<file path="src/rtl/corr_pkg.sv">
package corr_pkg;

    typedef enum logic {
        ST_COMPUTE = 1'b0,
        ST_REFRESH = 1'b1
    } ctrl_state_e;

    // Clamp a signed difference into [0, hi].
    function automatic int clamp_range(input int v, input int hi);
        if (v < 0)       return 0;
        else if (v > hi) return hi;
        else             return v;
    endfunction

endpackage

</file>
<file path="src/rtl/corr_shift.sv">
module corr_shift #(
    parameter int COLS = 32
) (
    input  logic            clk,
    input  logic            rst_n,
    input  logic            sh_valid,
    input  logic            sh_bit,
    output logic [COLS-1:0] sr
);

    always_ff @(posedge clk) begin
        if (!rst_n)
            sr <= '0;
        else if (sh_valid)
            sr <= {sr[COLS-2:0], sh_bit};
    end

endmodule

</file>
<file path="src/rtl/corr_store.sv">
module corr_store #(
    parameter int ROWS = 16,
    parameter int COLS = 32,
    parameter int RW   = 4
) (
    input  logic                 clk,
    input  logic                 rst_n,
    input  logic                 wr_en,
    input  logic [RW-1:0]        wr_row,
    input  logic [COLS-1:0]      wr_data,
    input  logic                 rf_en,
    input  logic                 rf_odd,
    output logic [ROWS*COLS-1:0] w_flat,
    output logic [COLS-1:0]      ref_bits
);

    logic [COLS-1:0] mem [ROWS];
    logic [COLS-1:0] ref_q;

    // Template rows: a write wins over the refresh restore of that row.
    always_ff @(posedge clk) begin
        if (!rst_n) begin
            for (int r = 0; r < ROWS; r++)
                mem[r] <= '0;
        end else begin
            for (int r = 0; r < ROWS; r++) begin
                if (wr_en && (wr_row == RW'(r))) begin
                    mem[r] <= wr_data;
                end else if (rf_en) begin
                    for (int c = 0; c < COLS; c++)
                        if ((c % 2) == int'(rf_odd))
                            mem[r][c] <= mem[r][c];
                end
            end
        end
    end

    // Reference row: cleared by reset, never addressed by a write.
    always_ff @(posedge clk) begin
        if (!rst_n)
            ref_q <= '0;
    end

    assign ref_bits = ref_q;

    for (genvar g = 0; g < ROWS; g++) begin : g_flat
        assign w_flat[g*COLS +: COLS] = mem[g];
    end

endmodule

</file>
<file path="src/rtl/corr_rowdot.sv">
module corr_rowdot
    import corr_pkg::*;
#(
    parameter int COLS  = 32,
    parameter int OUT_W = 8
) (
    input  logic [COLS-1:0]  w_bits,
    input  logic [COLS-1:0]  ref_bits,
    input  logic [COLS-1:0]  vec,
    output logic [OUT_W-1:0] q
);

    localparam int CW   = $clog2(COLS + 1);
    localparam int MAXV = (2 ** OUT_W) - 1;

    logic [CW-1:0] cnt;
    logic [CW-1:0] rcnt;

    always_comb begin
        cnt  = '0;
        rcnt = '0;
        for (int c = 0; c < COLS; c++) begin
            cnt  = cnt  + CW'(w_bits[c]   & vec[c]);
            rcnt = rcnt + CW'(ref_bits[c] & vec[c]);
        end
        q = OUT_W'(clamp_range(int'(cnt) - int'(rcnt), MAXV));
    end

endmodule

</file>
<file path="src/rtl/corr_ctrl.sv">
module corr_ctrl
    import corr_pkg::*;
#(
    parameter int INTERVAL = 8
) (
    input  logic clk,
    input  logic rst_n,
    input  logic wr_req,
    input  logic cmp_req,
    output logic cmp_ready,
    output logic accept,
    output logic rf_go,
    output logic rf_odd
);

    localparam int CNT_W = $clog2(INTERVAL + 1);
    localparam logic [CNT_W-1:0] LAST = CNT_W'(INTERVAL - 1);

    ctrl_state_e     state, nxt;
    logic [CNT_W-1:0] cnt;
    logic            odd_q;

    // State register
    always_ff @(posedge clk) begin
        if (!rst_n) state <= ST_COMPUTE;
        else        state <= nxt;
    end

    // Interval counter and refresh group pointer
    always_ff @(posedge clk) begin
        if (!rst_n) begin
            cnt   <= '0;
            odd_q <= 1'b0;
        end else begin
            if (accept)
                cnt <= (cnt == LAST) ? '0 : cnt + 1'b1;
            if (rf_go)
                odd_q <= ~odd_q;
        end
    end

    // Outputs and next state
    always_comb begin
        cmp_ready = 1'b0;
        rf_go     = 1'b0;
        nxt       = state;
        unique case (state)
            ST_COMPUTE: begin
                cmp_ready = !wr_req;
                if (cmp_req && cmp_ready && (cnt == LAST))
                    nxt = ST_REFRESH;
            end
            ST_REFRESH: begin
                rf_go = 1'b1;
                nxt   = ST_COMPUTE;
            end
        endcase
        accept = cmp_req && cmp_ready;
        rf_odd = odd_q;
    end

endmodule

</file>
<file path="src/rtl/corr_core.sv">
module corr_core #(
    parameter int ROWS     = 16,
    parameter int COLS     = 32,
    parameter int OUT_W    = 8,
    parameter int INTERVAL = 8,
    localparam int RW      = (ROWS > 1) ? $clog2(ROWS) : 1
) (
    input  logic                  clk,
    input  logic                  rst_n,
    input  logic                  sh_valid,
    input  logic                  sh_bit,
    input  logic                  wr_req,
    input  logic [RW-1:0]         wr_row,
    input  logic                  cmp_req,
    input  logic [COLS-1:0]       cmp_vec,
    output logic                  cmp_ready,
    output logic                  res_valid,
    output logic [ROWS*OUT_W-1:0] res_data
);

    logic [COLS-1:0]       load_bits;
    logic [ROWS*COLS-1:0]  w_flat;
    logic [COLS-1:0]       ref_bits;
    logic [ROWS*OUT_W-1:0] lanes;
    logic                  accept;
    logic                  refresh_go;
    logic                  refresh_odd;

    corr_shift #(.COLS(COLS)) u_shift (
        .clk      (clk),
        .rst_n    (rst_n),
        .sh_valid (sh_valid),
        .sh_bit   (sh_bit),
        .sr       (load_bits)
    );

    corr_ctrl #(.INTERVAL(INTERVAL)) u_ctrl (
        .clk       (clk),
        .rst_n     (rst_n),
        .wr_req    (wr_req),
        .cmp_req   (cmp_req),
        .cmp_ready (cmp_ready),
        .accept    (accept),
        .rf_go     (refresh_go),
        .rf_odd    (refresh_odd)
    );

    corr_store #(.ROWS(ROWS), .COLS(COLS), .RW(RW)) u_store (
        .clk      (clk),
        .rst_n    (rst_n),
        .wr_en    (wr_req),
        .wr_row   (wr_row),
        .wr_data  (load_bits),
        .rf_en    (refresh_go),
        .rf_odd   (refresh_odd),
        .w_flat   (w_flat),
        .ref_bits (ref_bits)
    );

    for (genvar m = 0; m < ROWS; m++) begin : g_row
        corr_rowdot #(.COLS(COLS), .OUT_W(OUT_W)) u_dot (
            .w_bits   (w_flat[m*COLS +: COLS]),
            .ref_bits (ref_bits),
            .vec      (cmp_vec),
            .q        (lanes[m*OUT_W +: OUT_W])
        );
    end

    always_ff @(posedge clk) begin
        if (!rst_n) begin
            res_valid <= 1'b0;
            res_data  <= '0;
        end else begin
            res_valid <= accept;
            if (accept)
                res_data <= lanes;
        end
    end

endmodule

</file>
<file path="config.mk">
export PLATFORM = sky130hd
export DESIGN_NAME = corr_core
export DESIGN_NICKNAME = d
export VERILOG_FILES = /design/src/rtl/corr_pkg.sv /design/src/rtl/corr_shift.sv /design/src/rtl/corr_store.sv /design/src/rtl/corr_rowdot.sv /design/src/rtl/corr_ctrl.sv /design/src/rtl/corr_core.sv
export SDC_FILE = /design/constraint.sdc
export NUM_CORES = 2
export LEC_CHECK = 0
export CAP_MARGIN = 10
export CELL_PAD_IN_SITES_DETAIL_PLACEMENT = 2
export CELL_PAD_IN_SITES_GLOBAL_PLACEMENT = 2
export CORE_ASPECT_RATIO = 0.75
export CORE_MARGIN = 2
export CORE_UTILIZATION = 39
export CTS_CLUSTER_DIAMETER = 120
export DETAILED_ROUTE_END_ITERATION = 10
export PLACE_DENSITY = 0.82
export REMOVE_ABC_BUFFERS = 1
export SLEW_MARGIN = 20
export SYNTH_ARGS = -nofsm -noshare
export SYNTH_HDL_FRONTEND = slang
export SYNTH_SLANG_ARGS = --single-unit
</file>
<file path="constraint.sdc">
create_clock -name clk -period 6 [get_ports clk]
set_input_delay 0.9 -clock clk [delete_from_list [all_inputs] [get_ports clk]]
set_output_delay 0.9 -clock clk [all_outputs]
set_load 0.02 [all_outputs]
</file>
==> key figures <==
STA
  • # setup viols final: 0
  • Worst setup margin: ~140 ps
  • Hold Worst Slack: 463.2 ps
  • Final Cycle Share: 0.9774
  • Least-Margin Pin Slew: between 1000 and 1500 ps
  • Fmax achieved: roughly 170 MHz
  • Endpoints failing hold: 0
  • Max-slew headroom: 0.1306
  • Fin. max-slew vios: 0
  • Minimum clock period: 5864 ps
  • Clock skew: 43.72 ps

Pwr
  • Sw Pwr: 5.292 mW
  • Final Total Pwr: 15.47 mW
  • Sw frac: 0.3421
  • Peak supply drop: around 0.18 mV
  • Leakage: about 20 nW
  • Int Pwr: 10.18 mW
  • Sequential share of power: 0.338
  • Clock share of power: 0.306
  • P per Cell Area: between 300 and 400 mW/mm^2
  • Comb power frac: 0.356

Yosys
  • Post-synthesis sequential area ratio: 0.4496
  • Count leader, synth: edfxtp_1
  • Synth Area in Adders: 0.2264
  • Post-synthesis mux area share: 0.06175
  • YS warnings: 0
  • Area share of xor/xnor cells in the synthesized design: 0.002179
  • Synth area leader: edfxtp_1
  • Number of synthesized flops with an enable pin: 512
  • Largest family of logic cells by synthesized area: adder cells
  • Area contributors post-synth: edfxtp_1, fa_1, dfxtp_1
  • Mapped Cells: around 3,400
  • Mapped cell area: ~0.04 sq mm
  • Synth Area in Simple Gates: 0.1670
  • Synth Area per Inst: 11.72 sq um
  • Ys flop type: edfxtp_1
  • Synth cell count leaders: edfxtp_1, nand2_1, inv_1, fa_1, and2_1
  • Share of the synthesized area in the top cell type: 0.3824
  • Yosys reg bits: 647
  • Async S/R FF share, synth: 0
  • Netlist cell types: between 40 and 50
  • Compound-Gate Fraction of Synth Area: 0.03262

CTS
  • Clock buffer depth: 3
  • CTS Sinks: 647
  • TritonCTS clock tree: done
  • Hold buffers post-CTS: 0
  • Reg clk slew, reported paths: around 60 ps
  • H-Tree Depth: 3
  • Clock Tree Root: clkbuf_16
  • CTS Buf Count: 75
  • Clock insertion delay at the later pin of the skew report: 700 ps

Floorplanning
  • DIE HEIGHT: 282.1 um
  • Io pins: approximately 170
  • Core area: roughly 0.10 sq mm
  • Die W: about 370 um
  • Initial Utilization: 0.3952
  • Site Rows: between 100 and 150
  • Die footprint: 0.1057 sq mm

Worst setup path
  • WP data arrival: about 6500 ps
  • Worst EP required: ~6600 ps
  • Critical path origin: cmp_vec[19]
  • RR Endpoint: res_data[124]
  • Critical path capture point: res_data[68]
  • Setup CP Type: primary input to flip-flop
  • R2R cell count: 16
  • CP Launch Type: primary input
  • Crit Reg-Reg Startpoint: u_store.mem[15][6]
  • CP Capture Type: flip-flop
  • CP Max Fanout: 7
  • Reg2reg setup slack: about 550 ps

Worst hold path
  • Hold path cells: 2
  • Hold Crit Class: flip-flop to flip-flop

Global route
  • First-pass GRT wire length: around 220 mm
  • Largest net degree at the start of global routing: roughly 120
  • Vias in the first global route: ~31,000
  • Overall routing resource usage: 0.2939
  • Global route overflow: 0
  • Initial antenna violation count: 31

Detailed routing
  • WL/cell: 30.30 um
  • Detail Route Antenna Nets: 0
  • Drt first-iter violations: 2,601
  • Vias per cell: approximately 5.5
  • Total Wirelength: between 150 and 200 mm
  • Routed vias: 28,010
  • Drt drc: 0
  • Drt first pass iters: 5

Final layout
  • Design area: approximately 0.047 sq mm
  • Fraction of layout cells with a size suffix above 1: 0.1386
  • Synthesis-to-layout area growth: 16.66%
  • Layout fillers: approximately 10,000
  • Core Util, Final: 0.4610
  • Final nets: about 4,200

Placement
  • Pre-CTS setup slack: -564.8 ps
  • Post-DP HPWL: roughly 110 mm
  • Routability-driven placement congestion ratio: roughly 0.86
  • Port bufs: between 100 and 150
  • Post-place instance area: about 0.044 sq mm

Status
  • Outcome: finished, final reports clean

Job
  • Max Cap Viol: 0
[metrics by stage]
step	cells	TNS, ps
after floorplan	3264	-105020
after global placement	4929	-14210
after detailed placement	4929	-26070
after CTS	5066	0
after global routing	5075	-32.99
final	5083	0
[what timing repair did]
item / CTS / global route
setup buffers: 0 / 1
resized for setup: 0 / 15
hold endpoints to repair: 0 / 0
endpoints found under the setup margin: 0 / 10
[cells by family after synthesis]
logic type	count (synthesis)
XOR/XNOR	10
multiplexers	226
flip-flops	647
AND/OR/NAND/NOR	1260
buffers and inverters	604
adder cells (fa/ha/maj)	497
other	1
AO/OA/AOI/OAI	186
[worst min path at each step]
stage | start | end | slack [ps]
after global placement | res_data[69] | res_data[69] | 450
final | res_data[37] | res_data[37] | 460
after global routing | res_data[21] | res_data[21] | 490
after detailed placement | res_data[37] | res_data[37] | 460
after floorplan | u_ctrl.cnt[3] | u_ctrl.cnt[3] | 450
after CTS | res_data[37] | res_data[37] | 470
[layout by cell type (no fill, tap or decap), drive strengths merged, types with 2 or more instances in the layout]
cell type      Yosys  layout
or3                2       2
a21o               9       9
or4b               8       8
fa               384     384
a31oi              3       3
conb               1      32
diode              0      15
a21boi            67      67
nand2            489     489
nand4              9       9
bufinv             0       3
o21ai             19      19
inv              406     409
and3              18      18
o31ai             15      15
o211ai            22      22
dfxtp            135     135
edfxtp           512     512
nor2              37      37
o211a             16      16
nand4b             8       8
and2             261     261
clkbuf           136     106
buf               62     189
nand3             62      62
nand2b            21      21
clkinv             0      26
nor2b            246     246
nand3b             2       2
mux2             176     176
and2b             76      76
dlymetal6s2s       0       3
mux2i             50      50
clkdlybuf4s50      0     134
a31o               2       2
ha               113     113
xnor2              9       9
and3b             16      16
a21oi             33      33
nor3b              4       4
[metal layers]
metal	routed length (um)	vias up	GRT usage
li1	-	11550	-
met1	61150	14870	0.3872
met2	71830	1295	0.4753
met3	14720	298	0.06573
met4	6270	6	0.1128
met5	31	-	0
[registers in the layout, indices dropped and copies added (netlist names)]
name and flops:
u_ctrl.cnt 4, u_ctrl.rf_odd 1, u_shift.sr 32, u_store.mem 512
res_valid 1, res_data 96, u_ctrl.state 1
[power by group through the flow]
stage	logic (mW)	registers (mW)	clock network, mW
2_1_floorplan	3.07	5.43	0
3_3_place_gp	5.04	5.30	0
3_5_place_dp	5.45	5.32	0
4_1_cts	5.59	5.23	4.79
5_1_grt	6.25	5.26	4.93
6_report	5.51	5.23	4.73
[layout make-up]
class                      instances  area [sq um]  area share
inverter                         406          1524     0.03249
multi-input combinational       2211         19920      0.4247
sequential                       647         18080      0.3855
clock buffer                     104          2150     0.04583
timing repair buffer             328          3247     0.06923
tap                             1339          1675     0.03572
clock inverter                    33         269.0    0.005736
antenna                           15         37.54   0.0008003
[worst max-delay path: stages]
cell and delay, ps:
clkdlybuf4s50_1 510, buf_12 170, buf_4 140, nand2_1 90, fa_2 610, inv_1 90, fa_1 600, fa_1 450
fa_1 500, fa_1 530, fa_1 560, ha_1 200, fa_1 200, a21o_1 120, a21oi_1 70, or4b_2 630
nand3_1 100
(Power assumes the default switching activity.)
